==> config.mk <==
export PLATFORM = sky130hd
export DESIGN_NAME = gl_reset_gen
export DESIGN_NICKNAME = d
export VERILOG_FILES = /design/src/rtl/gl_reset_pkg.sv /design/src/rtl/gl_host_regs.sv /design/src/rtl/gl_line_reset.sv /design/src/rtl/gl_frame_reset.sv /design/src/rtl/gl_reset_gen.sv
export SDC_FILE = /design/constraint.sdc
export NUM_CORES = 1
export LEC_CHECK = 0
export BUFFER_PORTS_ARGS = -buffer_cell sky130_fd_sc_hd__buf_2
export CAP_MARGIN = 20
export CORE_MARGIN = 5
export CORE_UTILIZATION = 25
export CTS_CLUSTER_SIZE = 14
export DETAILED_ROUTE_END_ITERATION = 6
export PLACE_DENSITY = 0.41
export SYNTH_ARGS = -nofsm -noshare
export SYNTH_HDL_FRONTEND = slang
export SYNTH_SLANG_ARGS = --single-unit
==> constraint.sdc <==
create_clock -name clk -period 3.3 [get_ports clk]
set_clock_uncertainty 0.2 [all_clocks]
set_input_delay 0.495 -clock clk [delete_from_list [all_inputs] [get_ports clk]]
set_output_delay 0.495 -clock clk [all_outputs]
set_load 0.01 [all_outputs]
==> src/rtl/gl_reset_pkg.sv <==
package gl_reset_pkg;
    localparam int unsigned ADDR_LINE_PERIOD  = 0;
    localparam int unsigned ADDR_FRAME_STAGE  = 1;
    localparam int unsigned ADDR_CTRL         = 2;
    localparam int unsigned CTRL_MODE_BIT     = 0;
    localparam int unsigned CTRL_SYNC_BIT     = 1;

    typedef enum logic [2:0] {
        ST_FREE_RUN   = 3'd0,
        ST_HOST_IDLE  = 3'd1,
        ST_HOST_ARMED = 3'd2,
        ST_HOST_WAIT  = 3'd3,
        ST_HOST_RUN   = 3'd4
    } fr_state_t;
endpackage

==> src/rtl/gl_host_regs.sv <==
module gl_host_regs
    import gl_reset_pkg::*;
#(
    parameter int REG_W  = 16,
    parameter int ADDR_W = 2
) (
    input  logic              clk,
    input  logic              rst_n,
    input  logic              wr_en,
    input  logic [ADDR_W-1:0] wr_addr,
    input  logic [REG_W-1:0]  wr_data,
    input  logic [ADDR_W-1:0] rd_addr,
    output logic [REG_W-1:0]  rd_data,
    output logic [REG_W-1:0]  n_val,
    output logic              n_write,
    output logic [REG_W-1:0]  m_act,
    output logic              commit,
    output logic              mode,
    output logic              sync_fall
);
    localparam int CTRL_W = 2;

    logic [REG_W-1:0]  n_q, m_stage_q, m_act_q;
    logic [CTRL_W-1:0] ctrl_q;
    logic              sync_d;

    assign n_write = wr_en && (wr_addr == ADDR_W'(ADDR_LINE_PERIOD));
    assign commit  = wr_en && (wr_addr == ADDR_W'(ADDR_CTRL));

    always_ff @(posedge clk) begin
        if (!rst_n) begin
            n_q       <= '0;
            m_stage_q <= '0;
            m_act_q   <= '0;
            ctrl_q    <= '0;
            sync_d    <= 1'b0;
        end else begin
            sync_d <= ctrl_q[CTRL_SYNC_BIT];
            if (n_write) n_q <= wr_data;
            if (wr_en && (wr_addr == ADDR_W'(ADDR_FRAME_STAGE))) m_stage_q <= wr_data;
            if (commit) begin
                ctrl_q  <= wr_data[CTRL_W-1:0];
                m_act_q <= m_stage_q;
            end
        end
    end

    always_comb begin
        rd_data = '0;
        case (rd_addr)
            ADDR_W'(ADDR_LINE_PERIOD): rd_data = n_q;
            ADDR_W'(ADDR_FRAME_STAGE): rd_data = m_stage_q;
            ADDR_W'(ADDR_CTRL):        rd_data = {{(REG_W-CTRL_W){1'b0}}, ctrl_q};
            default:                   rd_data = '0;
        endcase
    end

    assign n_val     = n_q;
    assign m_act     = m_act_q;
    assign mode      = ctrl_q[CTRL_MODE_BIT];
    assign sync_fall = sync_d && !ctrl_q[CTRL_SYNC_BIT];

    assert_reserved_zero_R7: assert property (@(posedge clk) disable iff (!rst_n)
        (rd_addr == ADDR_W'(ADDR_CTRL)) |-> (rd_data[REG_W-1:CTRL_W] == '0));

    assert_commit_only_R5: assert property (@(posedge clk) disable iff (!rst_n)
        !commit |=> $stable(m_act));
endmodule

==> src/rtl/gl_line_reset.sv <==
module gl_line_reset #(
    parameter int CNT_W = 16
) (
    input  logic             clk,
    input  logic             rst_n,
    input  logic [CNT_W-1:0] n_val,
    input  logic             n_write,
    input  logic             ref_line_stb,
    input  logic             ref_frame_stb,
    output logic             line_rst
);
    logic [CNT_W-1:0] cnt;
    logic             per_line, hit;

    assign per_line = (n_val != '0);
    assign hit      = per_line && ref_line_stb && (cnt == n_val - CNT_W'(1));

    always_ff @(posedge clk) begin
        if (!rst_n)                  cnt <= '0;
        else if (n_write || !per_line) cnt <= '0;
        else if (ref_line_stb)       cnt <= hit ? '0 : cnt + CNT_W'(1);
    end

    always_comb begin
        if (per_line) line_rst = hit;
        else          line_rst = ref_frame_stb;
    end

    assert_line_aligned_R10: assert property (@(posedge clk) disable iff (!rst_n)
        line_rst |-> (ref_line_stb || ref_frame_stb));

    assert_line_cnt_bound_R3: assert property (@(posedge clk) disable iff (!rst_n)
        (n_val != '0) |-> (cnt < n_val));
endmodule

==> src/rtl/gl_frame_reset.sv <==
module gl_frame_reset
    import gl_reset_pkg::*;
#(
    parameter int CNT_W = 16
) (
    input  logic             clk,
    input  logic             rst_n,
    input  logic [CNT_W-1:0] m_act,
    input  logic             commit,
    input  logic             mode,
    input  logic             sync_fall,
    input  logic             ref_frame_stb,
    input  logic             out_frame_stb,
    output logic             frame_rst
);
    fr_state_t        state, state_nx;
    logic [CNT_W-1:0] fcnt;
    logic             periodic_ok, periodic_hit, host_hit;

    always_ff @(posedge clk) begin
        if (!rst_n) state <= ST_FREE_RUN;
        else        state <= state_nx;
    end

    always_comb begin
        state_nx = state;
        if (!mode) begin
            state_nx = ST_FREE_RUN;
        end else begin
            unique case (state)
                ST_FREE_RUN:   state_nx = ST_HOST_IDLE;
                ST_HOST_IDLE:  if (sync_fall) state_nx = ST_HOST_ARMED;
                ST_HOST_RUN:   if (sync_fall) state_nx = ST_HOST_ARMED;
                ST_HOST_ARMED: if (out_frame_stb) state_nx = ST_HOST_WAIT;
                ST_HOST_WAIT: begin
                    if (ref_frame_stb)      state_nx = ST_HOST_RUN;
                    else if (out_frame_stb) state_nx = ST_HOST_IDLE;
                end
                default:       state_nx = ST_FREE_RUN;
            endcase
        end
    end

    always_comb begin
        periodic_ok  = (state == ST_FREE_RUN) || (state == ST_HOST_RUN);
        periodic_hit = periodic_ok && ref_frame_stb && (m_act != '0)
                       && (fcnt == m_act - CNT_W'(1));
        host_hit     = (state == ST_HOST_WAIT) && ref_frame_stb;
        frame_rst    = periodic_hit || host_hit;
    end

    always_ff @(posedge clk) begin
        if (!rst_n)                    fcnt <= '0;
        else if (commit || host_hit || !periodic_ok) fcnt <= '0;
        else if (ref_frame_stb)        fcnt <= periodic_hit ? '0 : fcnt + CNT_W'(1);
    end

    assert_frame_aligned_R10: assert property (@(posedge clk) disable iff (!rst_n)
        frame_rst |-> ref_frame_stb);

    assert_host_idle_quiet_R8: assert property (@(posedge clk) disable iff (!rst_n)
        (state == ST_HOST_IDLE || state == ST_HOST_ARMED) |-> !frame_rst);

    assert_zero_period_quiet_R6: assert property (@(posedge clk) disable iff (!rst_n)
        (state == ST_FREE_RUN && m_act == '0) |-> !frame_rst);

    assert_wait_expiry_R9: assert property (@(posedge clk) disable iff (!rst_n)
        (state == ST_HOST_WAIT && out_frame_stb && !ref_frame_stb)
        |=> (state == ST_HOST_IDLE || state == ST_FREE_RUN));
endmodule

==> src/rtl/gl_reset_gen.sv <==
module gl_reset_gen #(
    parameter int REG_W  = 16,
    parameter int ADDR_W = 2
) (
    input  logic              clk,
    input  logic              rst_n,
    input  logic              ref_line_stb,
    input  logic              ref_frame_stb,
    input  logic              out_frame_stb,
    input  logic              host_wr,
    input  logic [ADDR_W-1:0] host_addr,
    input  logic [REG_W-1:0]  host_wdata,
    input  logic [ADDR_W-1:0] host_raddr,
    output logic [REG_W-1:0]  host_rdata,
    output logic              line_rst,
    output logic              frame_rst
);
    logic [REG_W-1:0] n_val, m_act;
    logic             n_write, commit, mode, sync_fall;

    gl_host_regs #(.REG_W(REG_W), .ADDR_W(ADDR_W)) u_regs (
        .clk       (clk),
        .rst_n     (rst_n),
        .wr_en     (host_wr),
        .wr_addr   (host_addr),
        .wr_data   (host_wdata),
        .rd_addr   (host_raddr),
        .rd_data   (host_rdata),
        .n_val     (n_val),
        .n_write   (n_write),
        .m_act     (m_act),
        .commit    (commit),
        .mode      (mode),
        .sync_fall (sync_fall)
    );

    gl_line_reset #(.CNT_W(REG_W)) u_line (
        .clk           (clk),
        .rst_n         (rst_n),
        .n_val         (n_val),
        .n_write       (n_write),
        .ref_line_stb  (ref_line_stb),
        .ref_frame_stb (ref_frame_stb),
        .line_rst      (line_rst)
    );

    gl_frame_reset #(.CNT_W(REG_W)) u_frame (
        .clk           (clk),
        .rst_n         (rst_n),
        .m_act         (m_act),
        .commit        (commit),
        .mode          (mode),
        .sync_fall     (sync_fall),
        .ref_frame_stb (ref_frame_stb),
        .out_frame_stb (out_frame_stb),
        .frame_rst     (frame_rst)
    );
endmodule

==> impl_results.html <==
<table>
<tr><th>Metric</th><th>Value</th></tr>
<tr><th colspan="2">Run status</th></tr>
<tr><td>Run status</td><td>finished, violations left</td></tr>
<tr><td>Failing checks</td><td>negative setup slack</td></tr>
<tr><th colspan="2">Power and ir drop</th></tr>
<tr><td>Post-layout power</td><td>2.61 mW</td></tr>
<tr><td>Worst-case vdd ir drop</td><td>0.233 mV</td></tr>
<tr><td>Leakage dissipation</td><td>2.34 nW</td></tr>
<tr><td>Power per cell area</td><td>419 nW/um2</td></tr>
<tr><th colspan="2">Setup path</th></tr>
<tr><td>Slack of the worst reg-to-reg path</td><td>0.12 ns</td></tr>
<tr><td>Launch instance of the worst register-to-register path</td><td>u_regs.n_val[3]</td></tr>
<tr><td>Highest fanout seen on the critical path</td><td>4</td></tr>
<tr><td>Worst setup path startpoint</td><td>u_regs.m_act[9]</td></tr>
<tr><td>Critical path capture point type</td><td>primary output</td></tr>
<tr><td>Type of the worst setup path</td><td>reg -&gt; out</td></tr>
<tr><td>CP Data Arrival Time</td><td>2.73 ns</td></tr>
<tr><td>Worst reg2reg path depth</td><td>13</td></tr>
<tr><td>Terminus of the critical flop-to-flop path</td><td>u_line.cnt[1]</td></tr>
<tr><td>Nature of the critical path startpoint</td><td>flip-flop</td></tr>
<tr><td>Required arrival time at the worst endpoint</td><td>2.60 ns</td></tr>
<tr><th colspan="2">Die</th></tr>
<tr><td>Core ar.</td><td>20200 um2</td></tr>
<tr><td>Row count</td><td>52</td></tr>
<tr><td>Die outline area</td><td>23400 um2</td></tr>
<tr><td>Number of top-level pins</td><td>44</td></tr>
<tr><td>Height of the die</td><td>153 um</td></tr>
<tr><td>Initial core utilization</td><td>25.3%</td></tr>
<tr><td>Horizontal extent of the die</td><td>153 um</td></tr>
<tr><th colspan="2">Yosys</th></tr>
<tr><td>Synth Area in XOR/XNOR</td><td>11.2%</td></tr>
<tr><td>Library cells used by synthesis</td><td>69</td></tr>
<tr><td>Synth area leaders</td><td>dfxtp_1 34%, nand2_1 9.9%, a21boi_0 7.6%</td></tr>
<tr><td>Area fraction of the dominant cell type after synthesis</td><td>33.7%</td></tr>
<tr><td>Post-synthesis net count</td><td>679</td></tr>
<tr><td>Yosys warnings</td><td>0</td></tr>
<tr><td>Gate count of the mapped netlist</td><td>647</td></tr>
<tr><td>Number of register bits inferred by synthesis</td><td>86</td></tr>
<tr><td>Fraction of the yosys area taken by sequential cells</td><td>33.7%</td></tr>
<tr><td>Dominant combinational cell family by area after synthesis</td><td>simple AND/OR/NAND/NOR gates</td></tr>
<tr><td>Cell area after synthesis</td><td>5100 um2</td></tr>
<tr><td>Compound-Gate Fraction of Synth Area</td><td>15.9%</td></tr>
<tr><td>Arithmetic-cell share of the synthesized area counting full adders, half adders and majority gates</td><td>1.47%</td></tr>
<tr><td>Multiplexer share of the synthesized area</td><td>3.92%</td></tr>
<tr><td>Simple-gate area share of the yosys netlist</td><td>28.3%</td></tr>
<tr><td>Number of enable-type register cells in the synthesized netlist</td><td>0</td></tr>
<tr><td>Dominant cell type by area after synthesis</td><td>dfxtp_1</td></tr>
<tr><td>Avg Cell Area, Syn</td><td>7.89 um2</td></tr>
<tr><td>Post-synth ARST share</td><td>0%</td></tr>
<tr><td>Predominant post-synthesis flop cell</td><td>dfxtp_1</td></tr>
<tr><th colspan="2">Worst hold path</th></tr>
<tr><td>Type of the worst min-delay path</td><td>in -&gt; reg</td></tr>
<tr><td>WHS Path Cells</td><td>3</td></tr>
<tr><td>HP Start</td><td>host_wdata[7]</td></tr>
<tr><td>Min-Delay Endpoint</td><td>u_regs.n_val[7]</td></tr>
<tr><th colspan="2">Detailed routing</th></tr>
<tr><td>Detailed router's first-iteration violation count</td><td>207</td></tr>
<tr><td>Wire per inst</td><td>15.8 um</td></tr>
<tr><td>Detailed-router iteration count before antenna repair</td><td>4</td></tr>
<tr><td>Remaining number of nets flagged by the antenna check after routing</td><td>0</td></tr>
<tr><td>Via total after detailed routing</td><td>4517</td></tr>
<tr><td>Routed Wire Length</td><td>15400 um</td></tr>
<tr><td>Via density per instance</td><td>4.62</td></tr>
<tr><td>Drt drc</td><td>0</td></tr>
<tr><th colspan="2">GRT</th></tr>
<tr><td>Via count of the first global-routing pass</td><td>4578</td></tr>
<tr><td>Total global routing track utilization</td><td>13.5%</td></tr>
<tr><td>Wire length of the first global-routing pass</td><td>25100 um</td></tr>
<tr><td>Congestion Overflow GR</td><td>0</td></tr>
<tr><td>Pin count of the biggest net entering global routing</td><td>40</td></tr>
<tr><td>Initial antenna violation count</td><td>0</td></tr>
<tr><th colspan="2">CTS</th></tr>
<tr><td>Number of clock sinks</td><td>86</td></tr>
<tr><td>TritonCTS buffer count</td><td>9</td></tr>
<tr><td>Deepest clock path buffer count</td><td>2</td></tr>
<tr><td>Latest clock arrival within the worst-skew pair</td><td>0.35 ns</td></tr>
<tr><td>CTS tree</td><td>yes</td></tr>
<tr><td>Clock Tree Root</td><td>clkbuf_16</td></tr>
<tr><td>Clk slew on worst S/H paths</td><td>0.07 ns</td></tr>
<tr><td>H-tree levels</td><td>3</td></tr>
<tr><th colspan="2">Place</th></tr>
<tr><td>Placer Congestion</td><td>0.860</td></tr>
<tr><td>Count of buffers inserted at the top-level ports</td><td>43</td></tr>
<tr><td>Placed insts</td><td>949</td></tr>
<tr><td>Placed wire-length estimate after detailed placement</td><td>11600 um</td></tr>
<tr><th colspan="2">Timing</th></tr>
<tr><td>Final worst path period share</td><td>104%</td></tr>
<tr><td>Total setup violations reported at the end of the flow</td><td>1</td></tr>
<tr><td>Rel. slew slack</td><td>50.5%</td></tr>
<tr><td>Slew at the pin closest to its max-slew limit</td><td>0.741 ns</td></tr>
<tr><td>Final WS setup</td><td>-0.124 ns</td></tr>
<tr><td>RSZ-0062 raised after global routing</td><td>true</td></tr>
<tr><td>Pins over their slew limit</td><td>0</td></tr>
<tr><td>Achievable clock frequency</td><td>292 MHz</td></tr>
<tr><td>Count of final hold-check violations</td><td>0</td></tr>
<tr><td>Time the final worst path needs with I/O delays and setup</td><td>3.42 ns</td></tr>
<tr><th colspan="2">Finish</th></tr>
<tr><td>Fraction of the core area covered by cells at the end of the flow</td><td>30.8%</td></tr>
<tr><td>Total inserted antenna cells</td><td>0</td></tr>
<tr><td>Layout overhead on the synthesized area</td><td>21.8%</td></tr>
<tr><td>Most common cell after layout, fill and taps aside</td><td>nand2_1</td></tr>
<tr><td>Layout cell share with drive strength beyond 1</td><td>19.4%</td></tr>
<tr><td>Layout Nets</td><td>734</td></tr>
<tr><td>Combined area of the multi-input logic cells</td><td>3200 um2</td></tr>
<tr><td>Sequential cell area</td><td>1730 um2</td></tr>
<tr><td>Post-layout instance count excluding filler cells</td><td>977</td></tr>
<tr><td>Final-layout fill cell count</td><td>2225</td></tr>
<tr><td>Most used cells in the layout excluding fill and tap cells</td><td>134 x nand2_1, 82 x dfxtp_1, 68 x nor2_1, 52 x a21boi_0, 42 x buf_2</td></tr>
<tr><th colspan="2">Flow run</th></tr>
<tr><td>Max-capacitance violation count</td><td>0</td></tr>
</table>
==> timing repair <==
action / 4_1_cts / 5_1_grt
gates cloned: 0 / 1
endpoints found under the setup margin: 2 / 18
pin swaps: 6 / 10
setup buffers: 9 / 2
hold buffers: 0 / 0
gates resized for setup: 13 / 13
==> worst max path at each step <==
stage,cells past startpoint,end
2_1_floorplan,8,frame_rst
4_1_cts,8,frame_rst
3_5_place_dp,7,line_rst
5_1_grt,8,frame_rst
6_report,8,frame_rst
3_3_place_gp,8,frame_rst
==> per-layer routing <==
layer,vias to the layer above,part of all wire (%),wire (um),global-route usage [%]
met5,-,0,0,0
met4,0,2.1,328,5.05
met3,21,3.7,572,2.74
met2,71,47,7200,21.8
met1,2110,47,7320,17.8
li1,2315,-,-,-
==> critical path, cell delays in order (launching register included) <==
cell and delay (ns):
dfxtp_2 0.32, or4_4 0.56, or4_4 0.46, a2111oi_4 0.29, and4_1 0.28, o2111ai_4 0.14, nor2_2 0.12, a31o_2 0.12
buf_6 0.10
==> per-stage QoR <==
step           hold WS (ns)  TNS, ns  instance area (um2)  setup slack (ns)
2_1_floorplan         0.254        0                 5100             0.333
3_3_place_gp          0.273        0                 5650             0.174
3_5_place_dp          0.272        0                 5650             0.171
4_1_cts               0.179   -0.174                 6140            -0.174
5_1_grt               0.209   -0.331                 6220            -0.244
6_report              0.199   -0.124                 6220            -0.124
==> synthesized netlist by cell type (4+ instances only) <==
cell,number
nand2_1,134
dfxtp_1,86
nor2_1,69
a21boi_0,52
xnor2_1,38
xor2_1,27
clkbuf_1,23
mux2i_1,20
inv_1,17
nor3_1,14
nand3_1,13
a21oi_1,12
nand4_1,11
o21ai_0,11
nor4_1,8
and3_1,7
or3_1,7
ha_1,6
and2_1,5
buf_6,5
a32oi_1,4
nand3b_1,4
or2_2,4
==> area by class of cell <==
cell class / count / share of cell area (%)
multi-input combinational: 505 / 51.5
sequential: 86 / 27.8
inverter: 17 / 1.03
clock buffer: 10 / 3.84
clock inverter: 6 / 1.89
tap: 270 / 5.43
timing repair buffer: 83 / 8.45
==> registers in the layout, summed over array words and instances, names as in the netlist <==
| signal | cells |
|---|---|
| u_frame.state | 3 |
| u_regs.m_act | 16 |
| u_line.cnt | 16 |
| u_frame.fcnt | 16 |
| u_regs.ctrl_q | 2 |
| u_regs.n_val | 16 |
| u_regs.m_stage_q | 16 |
| u_regs.sync_d | 1 |
==> cells by family (layout without fill, tap and decap cells) <==
group | after synthesis | in the layout
compound gates | 107 | 107
xor+xnor | 65 | 65
fa+ha+maj | 6 | 6
buf+inv | 56 | 116
flops | 86 | 86
mux | 20 | 20
simple gates | 307 | 307
==> power by group <==
| group | total (mW) | internal, mW | switching (mW) |
|---|---|---|---|
| clock network | 1.22 | 0.767 | 0.457 |
| logic | 0.302 | 0.134 | 0.167 |
| registers | 1.08 | 1.06 | 0.0224 |
No activity file was read; power rests on OpenSTA's default activity.
